--- config.mk ---
export PLATFORM = sky130hd
export DESIGN_NAME = idataDecoder
export DESIGN_NICKNAME = d
export VERILOG_FILES = /design/src/rtl/idataPkg.sv /design/src/rtl/idataCtrl.sv /design/src/rtl/idataPath.sv /design/src/rtl/idataDecoder.sv
export SDC_FILE = /design/constraint.sdc
export NUM_CORES = 1
export LEC_CHECK = 0
export BUFFER_PORTS_ARGS = -buffer_cell sky130_fd_sc_hd__buf_2
export CORE_MARGIN = 4
export CORE_UTILIZATION = 41
export CTS_CLUSTER_DIAMETER = 40
export CTS_CLUSTER_SIZE = 8
export DETAILED_ROUTE_END_ITERATION = 12
export PLACE_DENSITY = 0.83
export SLEW_MARGIN = 15
export SYNTH_ARGS = -nofsm -noshare
export SYNTH_HDL_FRONTEND = slang
export SYNTH_SLANG_ARGS = --single-unit
--- constraint.sdc ---
create_clock -name clk -period 2.2 [get_ports clk]
set_clock_uncertainty 0.1 [all_clocks]
set_input_delay 0.11 -clock clk [delete_from_list [all_inputs] [get_ports clk]]
set_output_delay 0.11 -clock clk [all_outputs]
set_load 0.01 [all_outputs]
--- src/rtl/idataPkg.sv ---
package idataPkg;

  localparam int ADDR_W = 8;
  localparam int BANK_W = 2;
  localparam int REG_W  = 3;
  localparam int BYTE_BITS = 8;
  localparam int IDX_W  = $clog2(BYTE_BITS);

  typedef enum logic [1:0] {
    KIND_DIRECT   = 2'd0,
    KIND_INDIRECT = 2'd1,
    KIND_REG      = 2'd2,
    KIND_BIT      = 2'd3
  } accKind_e;

  typedef enum logic [1:0] {
    TGT_NONE  = 2'd0,
    TGT_LOWER = 2'd1,
    TGT_UPPER = 2'd2,
    TGT_SFR   = 2'd3
  } tgt_e;

  typedef struct packed {
    logic load;
    logic useDirect;
    logic useIndirect;
    logic useReg;
    logic useBit;
  } strobe_t;

endpackage

--- src/rtl/idataCtrl.sv ---
module idataCtrl
  import idataPkg::*;
(
  input  logic       accValid,
  input  logic [1:0] accKind,
  output strobe_t    stb
);

  accKind_e kind;

  always_comb begin
    kind            = accKind_e'(accKind);
    stb             = '0;
    stb.load        = accValid;
    stb.useDirect   = accValid && (kind == KIND_DIRECT);
    stb.useIndirect = accValid && (kind == KIND_INDIRECT);
    stb.useReg      = accValid && (kind == KIND_REG);
    stb.useBit      = accValid && (kind == KIND_BIT);
  end

endmodule

--- src/rtl/idataPath.sv ---
module idataPath
  import idataPkg::*;
#(
  parameter int          HAS_UPPER   = 1,
  parameter logic [7:0]  BITAREA_BASE = 8'h20
) (
  input  logic                clk,
  input  logic                rst,
  input  strobe_t             stb,
  input  logic [ADDR_W-1:0]   addrIn,
  input  logic [ADDR_W-1:0]   ptrData,
  input  logic [BANK_W-1:0]   bankSel,
  input  logic                isWrite,
  output logic [ADDR_W-1:0]   ptrRegAddr,
  output logic                outValid,
  output tgt_e                tgtSel,
  output logic [ADDR_W-1:0]   byteAddr,
  output logic [IDX_W-1:0]    bitIdx,
  output logic                invalid,
  output logic                wrEn
);

  localparam int MSB       = ADDR_W - 1;
  localparam int BANKREG_W = BANK_W + REG_W;

  tgt_e upperTgt;
  logic upperInv;

  generate
    if (HAS_UPPER != 0) begin : gUpper
      assign upperTgt = TGT_UPPER;
      assign upperInv = 1'b0;
    end else begin : gNoUpper
      assign upperTgt = TGT_NONE;
      assign upperInv = 1'b1;
    end
  endgenerate

  tgt_e              nTgt;
  logic [ADDR_W-1:0] nByte;
  logic [IDX_W-1:0]  nIdx;
  logic              nInv;

  assign ptrRegAddr = ADDR_W'({bankSel, {(REG_W-1){1'b0}}, addrIn[0]});

  always_comb begin
    nTgt  = TGT_NONE;
    nByte = '0;
    nIdx  = '0;
    nInv  = 1'b0;
    if (stb.useDirect) begin
      nByte = addrIn;
      nTgt  = addrIn[MSB] ? TGT_SFR : TGT_LOWER;
    end
    if (stb.useIndirect) begin
      if (!ptrData[MSB]) begin
        nByte = ptrData;
        nTgt  = TGT_LOWER;
      end else begin
        nByte = upperInv ? '0 : ptrData;
        nTgt  = upperTgt;
        nInv  = upperInv;
      end
    end
    if (stb.useReg) begin
      nByte = ADDR_W'({bankSel, addrIn[REG_W-1:0]});
      nTgt  = TGT_LOWER;
    end
    if (stb.useBit) begin
      nIdx = addrIn[IDX_W-1:0];
      if (!addrIn[MSB]) begin
        nByte = BITAREA_BASE + ADDR_W'(addrIn[MSB-1:IDX_W]);
        nTgt  = TGT_LOWER;
      end else begin
        nByte = {addrIn[MSB:IDX_W], {IDX_W{1'b0}}};
        nTgt  = TGT_SFR;
      end
    end
  end

  always_ff @(posedge clk) begin
    if (rst) begin
      outValid <= 1'b0;
      tgtSel   <= TGT_NONE;
      byteAddr <= '0;
      bitIdx   <= '0;
      invalid  <= 1'b0;
      wrEn     <= 1'b0;
    end else begin
      outValid <= stb.load;
      tgtSel   <= nTgt;
      byteAddr <= nByte;
      bitIdx   <= nIdx;
      invalid  <= nInv;
      wrEn     <= stb.load && isWrite && !nInv;
    end
  end

  logic unusedBits;
  assign unusedBits = ^{BANKREG_W};

endmodule

--- src/rtl/idataDecoder.sv ---
module idataDecoder
  import idataPkg::*;
#(
  parameter int HAS_UPPER = 1
) (
  input  logic       clk,
  input  logic       rst,
  input  logic       accValid,
  input  logic [1:0] accKind,
  input  logic [7:0] addrIn,
  input  logic [7:0] ptrData,
  input  logic [1:0] bankSel,
  input  logic       isWrite,
  output logic [7:0] ptrRegAddr,
  output logic       outValid,
  output logic [1:0] tgtSel,
  output logic [7:0] byteAddr,
  output logic [2:0] bitIdx,
  output logic       invalid,
  output logic       wrEn
);

  strobe_t stb;
  tgt_e    tgtInt;

  idataCtrl u_ctrl (
    .accValid (accValid),
    .accKind  (accKind),
    .stb      (stb)
  );

  idataPath #(.HAS_UPPER(HAS_UPPER)) u_path (
    .clk        (clk),
    .rst        (rst),
    .stb        (stb),
    .addrIn     (addrIn),
    .ptrData    (ptrData),
    .bankSel    (bankSel),
    .isWrite    (isWrite),
    .ptrRegAddr (ptrRegAddr),
    .outValid   (outValid),
    .tgtSel     (tgtInt),
    .byteAddr   (byteAddr),
    .bitIdx     (bitIdx),
    .invalid    (invalid),
    .wrEn       (wrEn)
  );

  assign tgtSel = tgtInt;

endmodule

==> metrics.md, run 1 <==
| Metric | Value |
|---|---|
| Status | `finished, final reports clean` |
| Root Driver | `clkbuf_4` |
| Total GRT Usage | `0.1526` |
| Post-route ant nets | `0` |
| Initial antenna violation count | `0` |
| Post-Layout Cell Count | `125` |
| Post-synthesis cell type count | `21` |
| Fillcell total | `118` |
| Die height | `47.26 um` |
| GR peak layer | `met2` |
| Avg Cell Area, Syn | `9.431 um2` |
| DR vias/cell | `4.808` |
| Hold Path Class | `in -> reg` |
| Cts bufs inserted | `3` |
| # diodes | `0` |
| Synth warn | `0` |
| Worst EP arrival | `1.28 ns` |
| Layout cells sized above 1 | `0.4455` |
| Clock Power Share | `0.332` |
| Switching Fraction | `0.2424` |
| Leading cell types by total area after synthesis | `dfxtp_1, buf_4, mux2_2, a21oi_1, a22oi_1` |
| Met2 Track Usage GR | `0.2513` |
| First-pass GRT wire length | `2318 um` |
| Met3 global-route usage | `0.03448` |
| Core area | `0.001383 mm2` |
| Setup bufs post-CTS | `0` |
| Vias in the first global route | `546` |
| Leak | `0.0004705 uW` |
| Hold slack | `0.02872 ns` |
| CP max stage delay | `0.53 ns` |
| Seq pwr share | `0.487` |
| Worst hold stages | `3` |
| WL/cell | `12.51 um` |
| TNS Setup | `0 ns` |
| Total Nets Final | `135` |
| Post-route DRC violation count | `0` |
| DP Cell Count | `115` |
| Max clock buf depth | `2` |
| Setup violations, final | `0` |
| Initial Util | `0.4570` |
| RSZ-0062 raised after global routing | `false` |
| Final Cycle Share | `0.5485` |
| Maximum vdd drop | `0.2573 mV` |
| GPL Wtd Cong | `0.7584` |
| Final Hold Fails | `0` |
| MaxCap Viol Count | `0` |
| Slew Viols, Final | `0` |
| CP cell instances | `dlygate4sd3_1, buf_2, and2_1, a22oi_1, nor2_1` |
| Maximum number of pins on one net before global-route repair | `18` |
| Area fraction of the dominant cell type after synthesis | `0.4436` |
| Reg clk slew, reported paths | `0.08 ns` |
| Die Area | `0.002233 mm2` |
| WP data required | `2.27 ns` |
| Max Fclk | `828.8 MHz` |
| Gate power share | `0.181` |
| Vias | `601` |
| Post-synthesis register bit count | `14` |
| WS Path Type | `in -> reg` |
| Critical path's slowest cell | `dlygate4sd3_1` |
| Sequential-to-total area share from yosys stat | `0.4436` |
| Gr ovfl total | `0` |
| Pint | `413.5 uW` |
| Site Rows | `13` |
| IO Port Bufs | `41` |
| Area occupied by registers | `280.3 um2` |
| Setup crit end kind | `flip-flop` |
| Io pins | `48` |
| Area delta synth->final | `40.00%` |
| Clock Sinks | `14` |
| Max FO, Critical Path | `8` |
| Die W | `47.26 um` |
| Detailed Routing Iterations Pass 1 | `4` |
| Detail Placement HPWL | `1175 um` |
| Initial DRC count | `5` |
| Post-Syn Instances | `67` |
| CTS tree | `done` |
| Pwr dens | `617.1 mW/mm2` |
| Grt met1 use | `0.1747` |
| Multi-input logic area | `272.8 um2` |
| Mapped Area | `631.9 um2` |
| Startpoint types | `primary input` |
| Min Tclk post-route | `1.207 ns` |
| H-tree depth | `1` |
| Area leader, netlist | `dfxtp_1` |
| DRT Wirelength | `1564 um` |
| P_sw | `132.3 uW` |
| Total chip power | `545.8 uW` |
==> worst paths after layout <==
kind                    from                 end  slack (ns)
setup / recovery  accKind[1]  u_path.byteAddr[7]        0.99
hold / removal     addrIn[6]  u_path.byteAddr[6]        0.03
==> repair_timing <==
item / CTS / global route
hold endpoints to repair: 7 / 0
resized for setup: 0 / 0
hold buffers: 6 / 0
==> critical path: cells and delay by family <==
kind / cells / cell delay (ns)
buffers and inverters: 2 / 0.70
AO/OA/AOI/OAI: 1 / 0.21
AND/OR/NAND/NOR: 2 / 0.26
==> synth_stat cells (all sizes together) <==
cell / count
conb: 1
mux4: 1
and3: 3
a22oi: 4
dfxtp: 14
o21ai: 5
nand3: 1
a31oi: 2
clkbuf: 3
mux2: 4
o221ai: 1
buf: 10
and2b: 1
nand2b: 2
nor2b: 1
inv: 3
nand2: 1
and2: 3
a21oi: 6
nor2: 1
==> layer usage <==
metal | share of wire | vias up
met5 | 0 | -
met4 | 0.012 | 0
met3 | 0.090 | 2
met2 | 0.50 | 27
met1 | 0.40 | 270
li1 | - | 302
==> layout make-up <==
cell class                 count  area share
tap                           15     0.02122
clock buffer                   4     0.04102
sequential                    14      0.3168
multi-input combinational     42      0.3083
timing repair buffer          47      0.2999
inverter                       3     0.01273
==> logic make-up after synthesis <==
| logic type | after synthesis | share of synthesized area |
|---|---|---|
| compound gates | 18 | 0.1683 |
| buf+inv | 16 | 0.1544 |
| flops | 14 | 0.4436 |
| mux | 5 | 0.1069 |
| other cells | 1 | 0.005935 |
| simple gates | 13 | 0.1208 |
==> registers in the layout, summed over array words and instances (netlist names) <==
register and cells:
u_path.bitIdx 3, u_path.wrEn 1, u_path.tgtSel 1, u_path.outValid 1, u_path.byteAddr 8
==> per-stage QoR <==
step                        util  setup WS (ns)  cell area [um2]
after floorplan                -         0.9567            650.6
after global placement    0.5701         0.8074            788.3
after detailed placement  0.5701         0.7799            788.3
after CTS                 0.6398          1.008            884.6
after global routing      0.6398         0.9203            884.6
final                     0.6398         0.9934            884.6
==> power groups by stage <==
stage / Sequential (uW) / Clock [uW] / Combinational (uW)
final: 266 / 181 / 98.8
after detailed placement: 272 / 0 / 89.6
after CTS: 266 / 188 / 98.7
after floorplan: 278 / 0 / 53.1
after global placement: 272 / 0 / 87.5
after global routing: 267 / 200 / 110
==> cells in the final DEF (no fill, tap or decap) <==
cell type,instances
mux4_2,1
dfxtp_1,14
nand3_1,1
o21ai_0,5
a22oi_1,4
clkbuf_4,3
inv_1,3
mux2_1,1
nand2_1,1
o221ai_1,1
and3_1,3
and2_1,3
mux2_2,3
buf_2,41
and2b_1,1
conb_1,6
clkbuf_8,1
dlygate4sd3_1,6
nor2_1,1
nor2b_1,1
a31oi_1,2
a21oi_1,6
nand2b_1,2
(Power assumes the default switching activity.)
==> run 2, diff against run 1 <==
ABC_AREA = 1   (was not set)
CORE_ASPECT_RATIO = 1.2   (was not set)
CORE_UTILIZATION = 37   (was 41)
PLACE_DENSITY = 0.75   (was 0.83)
clock period = 1.1 ns   (was 2.2 ns; I/O delays follow)
==> metrics.md, run 2 <==
| Metric | Value |
|---|---|
| Post-synth ARST share | `0 (unchanged)` |
| Seq pwr share | `0.467 (was 0.487)` |
| Biggest regs | `u_path.byteAddr: 8 flops, u_path.bitIdx: 3 flops (unchanged)` |
| CP cell instances | `dlygate4sd3_1, buf_2, buf_2 (was dlygate4sd3_1, buf_2, and2_1, a22oi_1, nor2_1)` |
| Final Cycle Share | `0.9388` |
| Setup crit end kind | `output pin (was flip-flop)` |
| Hold EP | `u_path.byteAddr[4] (was u_path.byteAddr[6])` |
| First-pass GRT wire length | `3291 um (was 2318 um)` |
| Post-route DRC violation count | `0 (unchanged)` |
| PnR worst setup slack | `0.06728 ns (was 0.9934 ns)` |
| Max reg flops | `8 (unchanged)` |
| Maximum vdd drop | `0.5228 mV (was 0.2573 mV)` |
| Post-Layout Cell Count | `184 (was 125)` |
| Io pins | `48 (unchanged)` |
| Reg clk slew, reported paths | `0.08 ns (about the same)` |
| Final Hold Fails | `0 (unchanged)` |
| Clock Power Share | `0.319 (was 0.332)` |
| WP data required | `0.94 ns (was 2.27 ns)` |
| GPL Wtd Cong | `0.9196 (was 0.7584)` |
| Min-Delay Startpoint | `bankSel[1] (was addrIn[6])` |
| Root Driver | `clkbuf_4 (unchanged)` |
| MaxCap Viol Count | `0 (unchanged)` |
| Multi-input logic area | `346.6 um2 (was 272.8 um2)` |
| Detailed Routing Iterations Pass 1 | `4 (unchanged)` |
| WS Path Type | `in -> out (was in -> reg)` |
| Switching Fraction | `0.2663 (was 0.2424)` |
| Area occupied by registers | `280.3 um2 (unchanged)` |
| DP Cell Count | `171 (was 115)` |
| Pint | `835.4 uW (was 413.5 uW)` |
| Site Rows | `17 (was 13)` |
| Status | `finished, final reports clean (unchanged)` |
| Largest reg by FF count | `u_path.byteAddr (unchanged)` |
| # diodes | `0 (unchanged)` |
| Max clock buf depth | `2 (unchanged)` |
| CP max stage delay | `0.55 ns (was 0.53 ns)` |
| Area fraction of the dominant cell type after synthesis | `0.3746 (was 0.4436)` |
| Area leader, netlist | `dfxtp_1 (unchanged)` |
| Detail Placement HPWL | `1486 um (was 1175 um)` |
| Clock Sinks | `14 (unchanged)` |
| Fillcell total | `169 (was 118)` |
| Synth warn | `0 (unchanged)` |
| DRT Wirelength | `1947 um (was 1564 um)` |
| Initial DRC count | `24 (was 5)` |
| Maximum number of pins on one net before global-route repair | `13 (was 18)` |
| Post-layout util | `0.5628 (was 0.6398)` |
| Post-synth top cells | `nand2_1, nor2_1, dfxtp_1 (was dfxtp_1, buf_4, a21oi_1)` |
| Max Fclk | `968.3 MHz` |
| Worst hold stages | `5 (was 3)` |
| Post-synthesis register bit count | `14 (unchanged)` |
| H-tree depth | `1 (unchanged)` |
| Die height | `57.26 um (was 47.26 um)` |
| Leading cell types by total area after synthesis | `dfxtp_1, nand2_1, nor2_1, buf_4, inv_1 (was dfxtp_1, buf_4, mux2_2, a21oi_1, a22oi_1)` |
| Hold slack | `0.02067 ns (was 0.02872 ns)` |
| Startpoint types | `primary input (unchanged)` |
| Number of synthesized flops with an enable pin | `0 (unchanged)` |
| Most common cell after layout, fill and taps aside | `buf_2 (unchanged)` |
| Leak | `0.0006296 uW (was 0.0004705 uW)` |
| Place WS | `0.1028 ns (was 0.7799 ns)` |
| Die W | `49.05 um (was 47.26 um)` |
| Post-synthesis cell type count | `16 (was 21)` |
| Sequential-to-total area share from yosys stat | `0.3746 (was 0.4436)` |
| Die Area | `0.002809 mm2 (was 0.002233 mm2)` |
| Gate power share | `0.214 (was 0.181)` |
| Worst EP arrival | `0.88 ns (was 1.28 ns)` |
| Min Tclk post-route | `1.033 ns` |
| Hold Path Class | `in -> reg (unchanged)` |
| Gr ovfl total | `0 (unchanged)` |
| Count leader, synth | `nand2_1 (was dfxtp_1)` |
| Most frequent cells in the layout | `buf_2, nand2_1, nor2_1 (was buf_2, dfxtp_1, a21oi_1, conb_1, dlygate4sd3_1)` |
| Setup violations, final | `0 (unchanged)` |
| Core area | `0.001872 mm2 (was 0.001383 mm2)` |
| WL/cell | `10.58 um (was 12.51 um)` |
| Avg Cell Area, Syn | `6.395 um2 (was 9.431 um2)` |
| Area delta synth->final | `40.80% (was 40.00%)` |
| Vias in the first global route | `791 (was 546)` |
| Max FO, Critical Path | `3 (was 8)` |
| Dominant synthesized flop cell | `dfxtp_1 (unchanged)` |
| Layout cells sized above 1 | `0.3152 (was 0.4455)` |
| Post-Syn Instances | `117 (was 67)` |
| Total Nets Final | `190 (was 135)` |
| Initial antenna violation count | `0 (unchanged)` |
| Most Frequent Cell on Critical Path | `buf_2` |
| RSZ-0062 raised after global routing | `false (unchanged)` |
| IO Port Bufs | `41 (unchanged)` |
| P_sw | `303.1 uW (was 132.3 uW)` |
| Post-route ant nets | `0 (unchanged)` |
| Vias | `856 (was 601)` |
| Critical path's slowest cell | `dlygate4sd3_1 (unchanged)` |
| TNS Setup | `0 ns (unchanged)` |
| Pwr dens | `1081 mW/mm2 (was 617.1 mW/mm2)` |
| DR vias/cell | `4.652 (was 4.808)` |
| CTS tree | `done (unchanged)` |
| Slew Viols, Final | `0 (unchanged)` |
| Mapped Area | `748.2 um2 (was 631.9 um2)` |
| Cts bufs inserted | `3 (unchanged)` |
| Initial Util | `0.3997 (was 0.4570)` |
| Total GRT Usage | `0.1433 (was 0.1526)` |
==> run 2: kinds of logic after synthesis <==
kind of cell	Yosys count	share of synthesized area
buf+inv	28	0.1940
simple gates	73	0.4197
compound gates	1	0.006683
flops	14	0.3746
other cells	1	0.005012
==> run 2: power by group through the flow <==
stage / combinational [uW] / sequential, uW / clock (uW)
after floorplan: 125 / 558 / 0
after global placement: 210 / 544 / 0
after detailed placement: 213 / 544 / 0
after CTS: 239 / 532 / 367
after global routing: 273 / 535 / 400
final: 244 / 532 / 363
==> run 2: critical path: cells and delay by family <==
| kind | cells | cell delay (ns) |
|---|---|---|
| buffers and inverters | 3 | 0.83 |
==> run 2: worst max-delay path by stage <==
stage | startpoint | to
2_1_floorplan | accKind[0] | u_path.byteAddr[3]
3_3_place_gp | accKind[0] | u_path.byteAddr[5]
3_5_place_dp | accKind[0] | u_path.byteAddr[5]
4_1_cts | accValid | u_path.byteAddr[1]
5_1_grt | rst | u_path.bitIdx[0]
6_report | addrIn[0] | ptrRegAddr[0]
==> run 2: cell type report <==
cell class / count / area share
Multi-Input combinational cell: 80 / 0.3290
Timing Repair Buffer: 52 / 0.2945
Sequential cell: 14 / 0.2660
Inverter: 15 / 0.05344
Clock buffer: 4 / 0.03444
Tap cell: 19 / 0.02257
==> run 2: what timing repair did <==
action                                  in CTS  in global routing
endpoints found under the setup margin       0                  4
hold endpoints to repair                    12                  1
gates resized for setup                      0                  2
buffers inserted                             0                  0
hold buffers                                 9                  1
==> run 2: routing by layer <==
layer	track usage	routed length [um]	vias up
met5	0	0	-
met4	0.07308	39	0
met3	0.02350	232	5
met2	0.2407	934	63
met1	0.1746	740	352
li1	-	-	436
==> run 2: stage by stage <==
| step | power [uW] | instance area [um2] |
|---|---|---|
| 2_1_floorplan | 683.0 | 767.0 |
| 3_3_place_gp | 754.5 | 922.1 |
| 3_5_place_dp | 757.4 | 922.1 |
| 4_1_cts | 1138 | 1049 |
| 5_1_grt | 1208 | 1054 |
| 6_report | 1138 | 1054 |
==> run 3, diff against run 2 <==
ABC_AREA = not set   (was 1)
CORE_UTILIZATION = 34   (was 37)
PLACE_DENSITY = 0.74   (was 0.75)
==> metrics.md, run 3 (same netlist as run 1, synthesis figures left out) <==
| Metric | Value |
|---|---|
| Core area | `0.001702 mm2 (was 0.001872 mm2)` |
| Reg clk slew, reported paths | `0.08 ns (about the same)` |
| Vias in the first global route | `586 (was 791)` |
| Layout cells sized above 1 | `0.4576 (was 0.3152)` |
| Vias | `652 (was 856)` |
| Biggest regs | `u_path.byteAddr: 8 flops, u_path.bitIdx: 3 flops (unchanged)` |
| Total GRT Usage | `0.1317 (was 0.1433)` |
| Site Rows | `16 (was 17)` |
| Slew Viols, Final | `0 (unchanged)` |
| IO Port Bufs | `41 (unchanged)` |
| Failing checks | `setup timing` |
| Multi-input logic area | `281.5 um2 (was 346.6 um2)` |
| Fillcell total | `170 (was 169)` |
| Pint | `776.9 uW (was 835.4 uW)` |
| DR vias/cell | `4.794 (was 4.652)` |
| Post-route ant nets | `0 (unchanged)` |
| Gate power share | `0.219 (was 0.214)` |
| Most frequent cells in the layout | `buf_2, dfxtp_1, dlygate4sd3_1 (was buf_2, nand2_1, nor2_1)` |
| Met3 global-route usage | `0.04870 (was 0.02350)` |
| DRT Wirelength | `1680 um (was 1947 um)` |
| WL/cell | `12.35 um (was 10.58 um)` |
| Initial DRC count | `15 (was 24)` |
| Die height | `55.23 um (was 57.26 um)` |
| Die Area | `0.002615 mm2 (was 0.002809 mm2)` |
| H-tree depth | `1 (unchanged)` |
| Seq pwr share | `0.511 (was 0.467)` |
| Pwr dens | `1079 mW/mm2 (was 1081 mW/mm2)` |
| # diodes | `0 (unchanged)` |
| Worst EP arrival | `1.18 ns (was 0.88 ns)` |
| GPL Wtd Cong | `0.8101 (was 0.9196)` |
| Setup crit end kind | `flip-flop (was output pin)` |
| Maximum number of pins on one net before global-route repair | `12 (was 13)` |
| Hold slack | `0.007821 ns (was 0.02067 ns)` |
| CTS tree | `done (unchanged)` |
| First-pass GRT wire length | `2511 um (was 3291 um)` |
| Initial antenna violation count | `0 (unchanged)` |
| Most common cell after layout, fill and taps aside | `buf_2 (unchanged)` |
| Total Nets Final | `144 (was 190)` |
| Maximum vdd drop | `0.4402 mV (was 0.5228 mV)` |
| Final Hold Fails | `0 (unchanged)` |
| Startpoint types | `primary input (unchanged)` |
| Detailed Routing Iterations Pass 1 | `4 (unchanged)` |
| WP data required | `1.18 ns (was 0.94 ns)` |
| MaxCap Viol Count | `0 (unchanged)` |
| Largest reg by FF count | `u_path.byteAddr (unchanged)` |
| Gr ovfl total | `0 (unchanged)` |
| Setup violations, final | `1 (was 0)` |
| Grt met1 use | `0.1574 (was 0.1746)` |
| Clock Sinks | `14 (unchanged)` |
| Area delta synth->final | `52.48% (was 40.80%)` |
| Max FO, Critical Path | `2 (was 3)` |
| Die W | `47.36 um (was 49.05 um)` |
| Post-route cell area | `963.4 um2 (was 0.001054 mm2)` |
| Max Fclk | `906.6 MHz (was 968.3 MHz)` |
| Post-route DRC violation count | `0 (unchanged)` |
| Final Cycle Share | `1.003 (was 0.9388)` |
| Max reg flops | `8 (unchanged)` |
| Leak | `0.0005065 uW (was 0.0006296 uW)` |
| Min Tclk post-route | `1.103 ns (was 1.033 ns)` |
| GR peak layer | `met2 (unchanged)` |
| Clock Power Share | `0.269 (was 0.319)` |
| Detail Placement HPWL | `1193 um (was 1486 um)` |
| WS Path Type | `in -> reg (was in -> out)` |
| Met2 Track Usage GR | `0.1897 (was 0.2407)` |
| Switching Fraction | `0.2529 (was 0.2663)` |
| Root Driver | `clkbuf_4 (unchanged)` |
| Io pins | `48 (unchanged)` |
| PnR worst setup slack | `-0.003062 ns (was 0.06728 ns)` |
| P_sw | `263.0 uW (was 303.1 uW)` |
| Hold Path Class | `in -> reg (unchanged)` |
| Cts bufs inserted | `3 (unchanged)` |
| Area occupied by registers | `280.3 um2 (unchanged)` |
| Placed instance area | `825.8 um2 (was 922.1 um2)` |
| Initial Util | `0.3713 (was 0.3997)` |
| Status | `finished with violations (was finished, final reports clean)` |
| Max clock buf depth | `2 (unchanged)` |
==> run 3: cell count changes in the layout (fill, tap and decap cells not counted), sizes merged, moves of 4 or more <==
cell,previous run,this run
a22oi,0,4
nand4,7,0
a21oi,0,6
nand2,32,1
mux2,0,4
nand3,8,1
nor2,26,1
o21ai,1,5
inv,14,3
==> run 3: power groups by stage <==
stage | Sequential, uW | Clock, uW | Combinational [uW]
3_3_place_gp | 544 | 0 | 189
4_1_cts | 532 | 289 | 223
5_1_grt | 534 | 314 | 251
3_5_place_dp | 544 | 0 | 192
6_report | 532 | 280 | 228
2_1_floorplan | 556 | 0 | 109
==> run 3: timing repair <==
item / 4_1_cts / 5_1_grt
hold buffers: 11 / 0
buffers inserted: 0 / 0
hold endpoints to repair: 12 / 0
endpoints found under the setup margin: 0 / 1
resized for setup: 0 / 1
==> run 3: cell type report <==
type                       count  area share
timing repair buffer          56      0.3584
clock buffer                   3     0.02338
inverter                       3     0.01169
sequential                    14      0.2909
tap                           18     0.02338
multi-input combinational     42      0.2922
==> run 3: final timing paths <==
check                           endpoint  depth (start not counted)       start  slack [ns]
worst max-delay path  u_path.byteAddr[7]                          5  ptrData[7]      -0.003
worst min-delay path  u_path.byteAddr[5]                          3   addrIn[5]       0.008
==> run 3: per-stage QoR <==
step | setup TNS [ns] | power [uW] | instances | setup slack [ns] | util
floorplan | -0.01909 | 665.6 | 72 | -0.01909 | -
global placement | -0.1539 | 733.1 | 122 | -0.1539 | 0.4853
detailed placement | -0.1607 | 736.4 | 122 | -0.1607 | 0.4853
CTS | 0 | 1043 | 136 | 0.02960 | 0.5632
global route | -0.01448 | 1099 | 136 | -0.01448 | 0.5662
finish | -0.003062 | 1040 | 136 | -0.003062 | 0.5662
==> run 3: worst max-delay path: stages <==
cell	delay, ns
dlygate4sd3_1	0.53
buf_2	0.12
mux2_2	0.27
a22oi_2	0.14
nor2_1	0.05
==> run 3: routing by layer <==
metal  vias to the layer above  share of wire
met4                         0          0.020
met5                         -              0
met3                         4           0.13
met1                       286           0.38
met2                        42           0.47
li1                        320              -
